===== src/rtl/fgd_pkg.sv =====
// Package: shared selector encoding and control-word field positions for
// the flash guard. Assumes an 8-bit register data path.
package fgd_pkg;
    typedef enum logic [1:0] {
        SEL_DSPACE = 2'd0,
        SEL_PROT   = 2'd1,
        SEL_SBCTL  = 2'd2,
        SEL_NONE   = 2'd3
    } cfg_sel_e;

    localparam int SBCTL_EN   = 0;
    localparam int SBCTL_DATA = 1;
    localparam int SBCTL_PROT = 2;

    typedef struct packed {
        logic prot;
        logic data_only;
        logic en;
    } sbctl_t;
endpackage


===== src/rtl/fgd_cfg_regs.sv =====
// Configuration registers: data-space mask, protect mask, small-region
// control word. Writes are accepted only when enabled, unlocked and not in
// configuration state. Assumes N_BLK <= 8 so masks fit the 8-bit data path.
module fgd_cfg_regs
    import fgd_pkg::*;
#(
    parameter int N_BLK = 8
) (
    input  logic             clk,
    input  logic             rst_n,
    input  logic             cfg_en,
    input  logic             cfg_wr,
    input  logic [1:0]       cfg_sel,
    input  logic [7:0]       cfg_wdata,
    input  logic             wr_unlock,
    input  logic             cfg_state,
    output logic [7:0]       cfg_rdata,
    output logic [N_BLK-1:0] dmask,
    output logic [N_BLK-1:0] pmask,
    output sbctl_t           sbctl
);
    logic wr_ok;

    // Qualify a write by enable, unlock and configuration state.
    assign wr_ok = cfg_en && cfg_wr && wr_unlock && !cfg_state;

    // Register state with reset defaults.
    always_ff @(posedge clk) begin
        if (!rst_n) begin
            dmask <= '0;
            pmask <= '1;
            sbctl <= '{prot: 1'b1, data_only: 1'b0, en: 1'b0};
        end else if (wr_ok) begin
            case (cfg_sel_e'(cfg_sel))
                SEL_DSPACE: dmask <= cfg_wdata[N_BLK-1:0];
                SEL_PROT:   pmask <= cfg_wdata[N_BLK-1:0];
                SEL_SBCTL: begin
                    sbctl.en        <= cfg_wdata[SBCTL_EN];
                    sbctl.data_only <= cfg_wdata[SBCTL_DATA];
                    sbctl.prot      <= cfg_wdata[SBCTL_PROT];
                end
                default: ;
            endcase
        end
    end

    // Readback multiplexer, zero while registers are disabled.
    always_comb begin
        cfg_rdata = '0;
        if (cfg_en) begin
            case (cfg_sel_e'(cfg_sel))
                SEL_DSPACE: cfg_rdata[N_BLK-1:0] = dmask;
                SEL_PROT:   cfg_rdata[N_BLK-1:0] = pmask;
                SEL_SBCTL: begin
                    cfg_rdata[SBCTL_EN]   = sbctl.en;
                    cfg_rdata[SBCTL_DATA] = sbctl.data_only;
                    cfg_rdata[SBCTL_PROT] = sbctl.prot;
                end
                default: cfg_rdata = '0;
            endcase
        end
    end
endmodule


===== src/rtl/fgd_region_decode.sv =====
// Region decode: maps an address to its governing data-only and protect
// bits, letting the enabled small region override its parent block.
// Assumes N_BLK is a power of two and the small region lies inside the space.
module fgd_region_decode
    import fgd_pkg::*;
#(
    parameter int ADDR_W  = 12,
    parameter int N_BLK   = 8,
    parameter int SB_BASE = 512,
    parameter int SB_SIZE = 64
) (
    input  logic [ADDR_W-1:0] addr,
    input  logic [N_BLK-1:0]  dmask,
    input  logic [N_BLK-1:0]  pmask,
    input  sbctl_t            sbctl,
    output logic              data_only,
    output logic              prot
);
    localparam int BIDX_W = (N_BLK > 1) ? $clog2(N_BLK) : 1;
    localparam int SB_END = SB_BASE + SB_SIZE;

    logic [BIDX_W-1:0] blk;
    logic              in_sb;

    // Block index from the upper address bits.
    assign blk = addr[ADDR_W-1 -: BIDX_W];

    // Small-region window test, widened to avoid wrap at the top.
    always_comb begin
        in_sb = sbctl.en
             && ({1'b0, addr} >= (ADDR_W+1)'(SB_BASE))
             && ({1'b0, addr} <  (ADDR_W+1)'(SB_END));
    end

    // Select governing bits.
    always_comb begin
        if (in_sb) begin
            data_only = sbctl.data_only;
            prot      = sbctl.prot;
        end else begin
            data_only = dmask[blk];
            prot      = pmask[blk];
        end
    end
endmodule


===== src/rtl/fgd_pe_seq.sv =====
// Program/erase sequencer: fixed-length sequence per accepted request.
// The protect decision is captured at acceptance; voltage enable is
// withheld for protected regions but completion is still signalled.
module fgd_pe_seq #(
    parameter int PE_CYCLES = 6
) (
    input  logic clk,
    input  logic rst_n,
    input  logic op_req,
    input  logic prot_in,
    output logic op_busy,
    output logic hv_en,
    output logic op_done
);
    localparam int CNT_W = $clog2(PE_CYCLES + 1);

    logic [CNT_W-1:0] cnt;
    logic             prot_q;

    // Sequence state: start, count down, finish with a done pulse.
    always_ff @(posedge clk) begin
        if (!rst_n) begin
            cnt     <= '0;
            op_busy <= 1'b0;
            op_done <= 1'b0;
            prot_q  <= 1'b1;
        end else begin
            op_done <= 1'b0;
            if (!op_busy) begin
                if (op_req) begin
                    op_busy <= 1'b1;
                    cnt     <= CNT_W'(PE_CYCLES);
                    prot_q  <= prot_in;
                end
            end else if (cnt == CNT_W'(1)) begin
                op_busy <= 1'b0;
                op_done <= 1'b1;
                cnt     <= '0;
            end else begin
                cnt <= cnt - 1'b1;
            end
        end
    end

    // Voltage enable only inside an unprotected sequence.
    assign hv_en = op_busy && !prot_q;
endmodule


===== src/rtl/flash_guard.sv =====
// Top: flash access guard. Combinational access check (no added latency)
// and a program/erase sequencer, both fed by the shared configuration
// registers. Assumes synchronous active-low reset.
module flash_guard
    import fgd_pkg::*;
#(
    parameter int ADDR_W    = 12,
    parameter int N_BLK     = 8,
    parameter int SB_BASE   = 512,
    parameter int SB_SIZE   = 64,
    parameter int PE_CYCLES = 6
) (
    input  logic              clk,
    input  logic              rst_n,
    input  logic              cfg_en,
    input  logic              cfg_wr,
    input  logic [1:0]        cfg_sel,
    input  logic [7:0]        cfg_wdata,
    input  logic              wr_unlock,
    input  logic              cfg_state,
    output logic [7:0]        cfg_rdata,
    input  logic              acc_vld,
    input  logic [ADDR_W-1:0] acc_addr,
    input  logic              acc_fetch,
    output logic              acc_err,
    output logic              rd_vld,
    input  logic              op_req,
    input  logic [ADDR_W-1:0] op_addr,
    output logic              op_busy,
    output logic              hv_en,
    output logic              op_done
);
    logic [N_BLK-1:0] dmask_q;
    logic [N_BLK-1:0] pmask_q;
    sbctl_t           sbctl_q;
    logic             acc_donly;
    logic             acc_prot_unused;
    logic             op_donly_unused;
    logic             op_prot;
    logic             unused_ok;

    fgd_cfg_regs #(.N_BLK(N_BLK)) u_regs (
        .clk(clk), .rst_n(rst_n), .cfg_en(cfg_en), .cfg_wr(cfg_wr),
        .cfg_sel(cfg_sel), .cfg_wdata(cfg_wdata), .wr_unlock(wr_unlock),
        .cfg_state(cfg_state), .cfg_rdata(cfg_rdata),
        .dmask(dmask_q), .pmask(pmask_q), .sbctl(sbctl_q)
    );

    fgd_region_decode #(.ADDR_W(ADDR_W), .N_BLK(N_BLK),
                        .SB_BASE(SB_BASE), .SB_SIZE(SB_SIZE)) u_acc_dec (
        .addr(acc_addr), .dmask(dmask_q), .pmask(pmask_q), .sbctl(sbctl_q),
        .data_only(acc_donly), .prot(acc_prot_unused)
    );

    fgd_region_decode #(.ADDR_W(ADDR_W), .N_BLK(N_BLK),
                        .SB_BASE(SB_BASE), .SB_SIZE(SB_SIZE)) u_op_dec (
        .addr(op_addr), .dmask(dmask_q), .pmask(pmask_q), .sbctl(sbctl_q),
        .data_only(op_donly_unused), .prot(op_prot)
    );

    fgd_pe_seq #(.PE_CYCLES(PE_CYCLES)) u_seq (
        .clk(clk), .rst_n(rst_n), .op_req(op_req), .prot_in(op_prot),
        .op_busy(op_busy), .hv_en(hv_en), .op_done(op_done)
    );

    // Same-cycle space check on each access strobe.
    always_comb begin
        acc_err = acc_vld && acc_fetch && acc_donly;
        rd_vld  = acc_vld && !acc_err;
    end

    // Decoder outputs not needed on each path.
    assign unused_ok = &{1'b0, acc_prot_unused, op_donly_unused};
endmodule


===== config.mk =====
export PLATFORM = sky130hd
export DESIGN_NAME = flash_guard
export DESIGN_NICKNAME = d
export VERILOG_FILES = /design/src/rtl/fgd_pkg.sv /design/src/rtl/fgd_cfg_regs.sv /design/src/rtl/fgd_region_decode.sv /design/src/rtl/fgd_pe_seq.sv /design/src/rtl/flash_guard.sv
export SDC_FILE = /design/constraint.sdc
export NUM_CORES = 1
export LEC_CHECK = 0
export CAP_MARGIN = 10
export CORE_MARGIN = 2
export CORE_UTILIZATION = 45
export CTS_CLUSTER_DIAMETER = 200
export DETAILED_ROUTE_END_ITERATION = 16
export HOLD_SLACK_MARGIN = 0.03
export PLACE_DENSITY = 0.8
export SYNTH_ARGS = -nofsm -noshare
export SYNTH_HDL_FRONTEND = slang
export SYNTH_HIERARCHICAL = 1
export SYNTH_SLANG_ARGS = --single-unit

===== constraint.sdc =====
create_clock -name clk -period 2.6 [get_ports clk]
set_input_delay 0.52 -clock clk [delete_from_list [all_inputs] [get_ports clk]]
set_output_delay 0.52 -clock clk [all_outputs]
set_load 0.02 [all_outputs]

==> reports/metrics.cfg <==
[outcome]
run_status = finished, final reports clean

[sta]
skew_ns = 0.00686
final_max_slew_viol_count = 0
setup_repair_after_global_routing_missed_its_margin = no
setup_total_negative_slack_ns = 0
rel_slew_slack = 0.757
period_needed_ns = 2.49
final-hold-violation-count = 0
final.period_utilization = 0.957
maxClockFrequency_mhz = 402
final-setup-viol-count = 0
tightest_slew_ns = 0.363

[floorplan]
dieHeight_um = 61.0
floorplan.initialDensity = 0.476
die_area_um2 = 3730
die_w_um = 61.0
io-pin-count = 56
rows = 20
placeableCoreArea_um2 = 3080

[setup_path]
timing.critical_path.from_type = primary input
critical_path_peak_fanout = 3
worstPathCellList = clkdlybuf4s50_1 > buf_4 > nand2b_1 > o211ai_1 > nand3_1 > and3_1 > buf_6
crit_path_max_incr_delay_ns = 0.46
endpoint_kind = output pin
r2r_start = u_regs/sbctl[0]
critical_path_class = in -> out
arrival_ns = 1.97
critical_path_required_ns = 2.08
critPathLaunch = acc_addr[10]
critical_path.slowest_cell = clkdlybuf4s50_1

[grt]
wire_length_of_the_first_global_routing_pass_um = 6110
antenna_found_initial = 0
grt_use_total = 0.219
grt_max_degree = 35
global_route_overflow = 0
first_global_vias = 1407

[hold_path]
min-delay-start = u_regs/dmask[3]
hold_path_class = reg -> reg

[routing]
detail_route.iter0.violations = 62
routedWlPerCell_um = 14.7
drt-pass1-iter-count = 4
drt_wl_total_um = 3690
final_antenna_net_count = 0
routed-via-count = 1371
via_per_inst = 5.46
remaining_drc_errors = 0

[yosys]
postSynthAreaPerCell_um2 = 9.09
postSynthNetCount = 206
syn_inst_count = 161
yosysWarnings = 6
netlist_area_um2 = 1460

[finish]
fin_area_um2 = 1970
num-nets-final = 253
share_of_layout_cells_above_drive_strength_1 = 0.135
n_antenna_cell = 0
areaGrowthSynthToFinish_pct = 34.5

[clock_tree]
worst_setup_hold_path_clk_slew_ns = 0.14
cts-htree-levels = 1
hold_buffers = 0
cts-buffers-inserted = 3
cts_repair_resize_count = 26
cts_sinks = 25
cts_tree = built
clock_latency_of_the_later_clocked_register_in_the_worst_skew_pair_ns = 0.32
clock_path_buffers = 2
post_cts_buffers = 0
ctsRootBufferMaster = clkbuf_4

[job]
drv_cap = 0

[placed_design]
globalplace.congestion = 0.823
hpwl_um = 2950
port_buffers = 43
post_detailed_placement_cell_area_um2 = 1950

[power_and_ir_drop]
power.density_nw_per_um2 = 376
ir_worst_vdd_mv = 0.199
power_leakage_nw = 0.801

-- area by class of cell --
type | count | area, um2
Fill cell | 276 | 1110
Sequential cell | 25 | 500
Timing Repair Buffer | 52 | 480
Tap cell | 44 | 55.1
Multi-Input combinational cell | 114 | 861
Clock inverter | 1 | 5.00
Inverter | 12 | 45.0
Clock buffer | 3 | 22.5
-- through the flow --
stage                      util  hold WS [ns]  power [W]  std cells  worst slack [ns]
after detailed placement  0.635         0.464   0.000576        247            -0.690
after global routing      0.640         0.515   0.000777        251            0.0810
after global placement    0.635         0.454   0.000568        247            -0.575
final                     0.640         0.485   0.000740        251             0.112
after floorplan               -         0.441   0.000490        161             0.349
after CTS                 0.640         0.482   0.000740        251             0.116
-- flip-flops by register name, indices dropped and copies added, names as in the netlist --
signal         flops
u_regs/sbctl       3
u_seq/op_busy      1
u_regs/pmask       8
u_seq/prot_q       1
u_regs/dmask       8
u_seq/op_done      1
u_seq/cnt          3
-- cell usage in the layout (no fill, tap or decap), drive strengths merged, types with 5 or more instances in the layout --
| cell | count |
|---|---|
| nor2b | 7 |
| inv | 12 |
| clkdlybuf4s50 | 28 |
| dfxtp | 25 |
| mux2i | 20 |
| o211ai | 10 |
| nor2 | 5 |
| buf | 11 |
| nand2 | 22 |
| o21ai | 10 |
| dlygate4sd2 | 13 |
-- worst max-delay path, delay by kind of cell --
kind	cells	cell delay, ns
AO/OA/AOI/OAI	1	0.22
AND/OR/NAND/NOR	3	0.48
buffers and inverters	3	0.75
-- path summary, 6_finish.rpt --
kind / to / slack [ns] / depth (start not counted)
setup / recovery: acc_err / 0.11 / 7
hold / removal: u_regs/dmask[3] / 0.48 / 2
setup reg to reg: u_seq/prot_q / 0.95 / 6
hold reg to reg: u_regs/dmask[3] / 0.48 / 2
-- report_power, final --
group	total (W)	switching (W)	leakage (nW)	internal, W
combinational	0.000161	0.0000741	0.580	0.0000866
sequential	0.000401	0.00000851	0.203	0.000393
clock	0.000178	0.000121	0.0177	0.0000576
total	0.000740	0.000203	0.801	0.000537
-- layer usage --
layer  up-vias  routed length (um)  part of all wire  track usage
met5         -                   0                 0            0
met4         0                 109             0.030       0.0994
met3        12                 214             0.058       0.0357
met2        59                1770              0.48        0.375
met1       640                1590              0.43        0.270
li1        660                   -                 -            -
No activity file was read; power rests on OpenSTA's default activity.
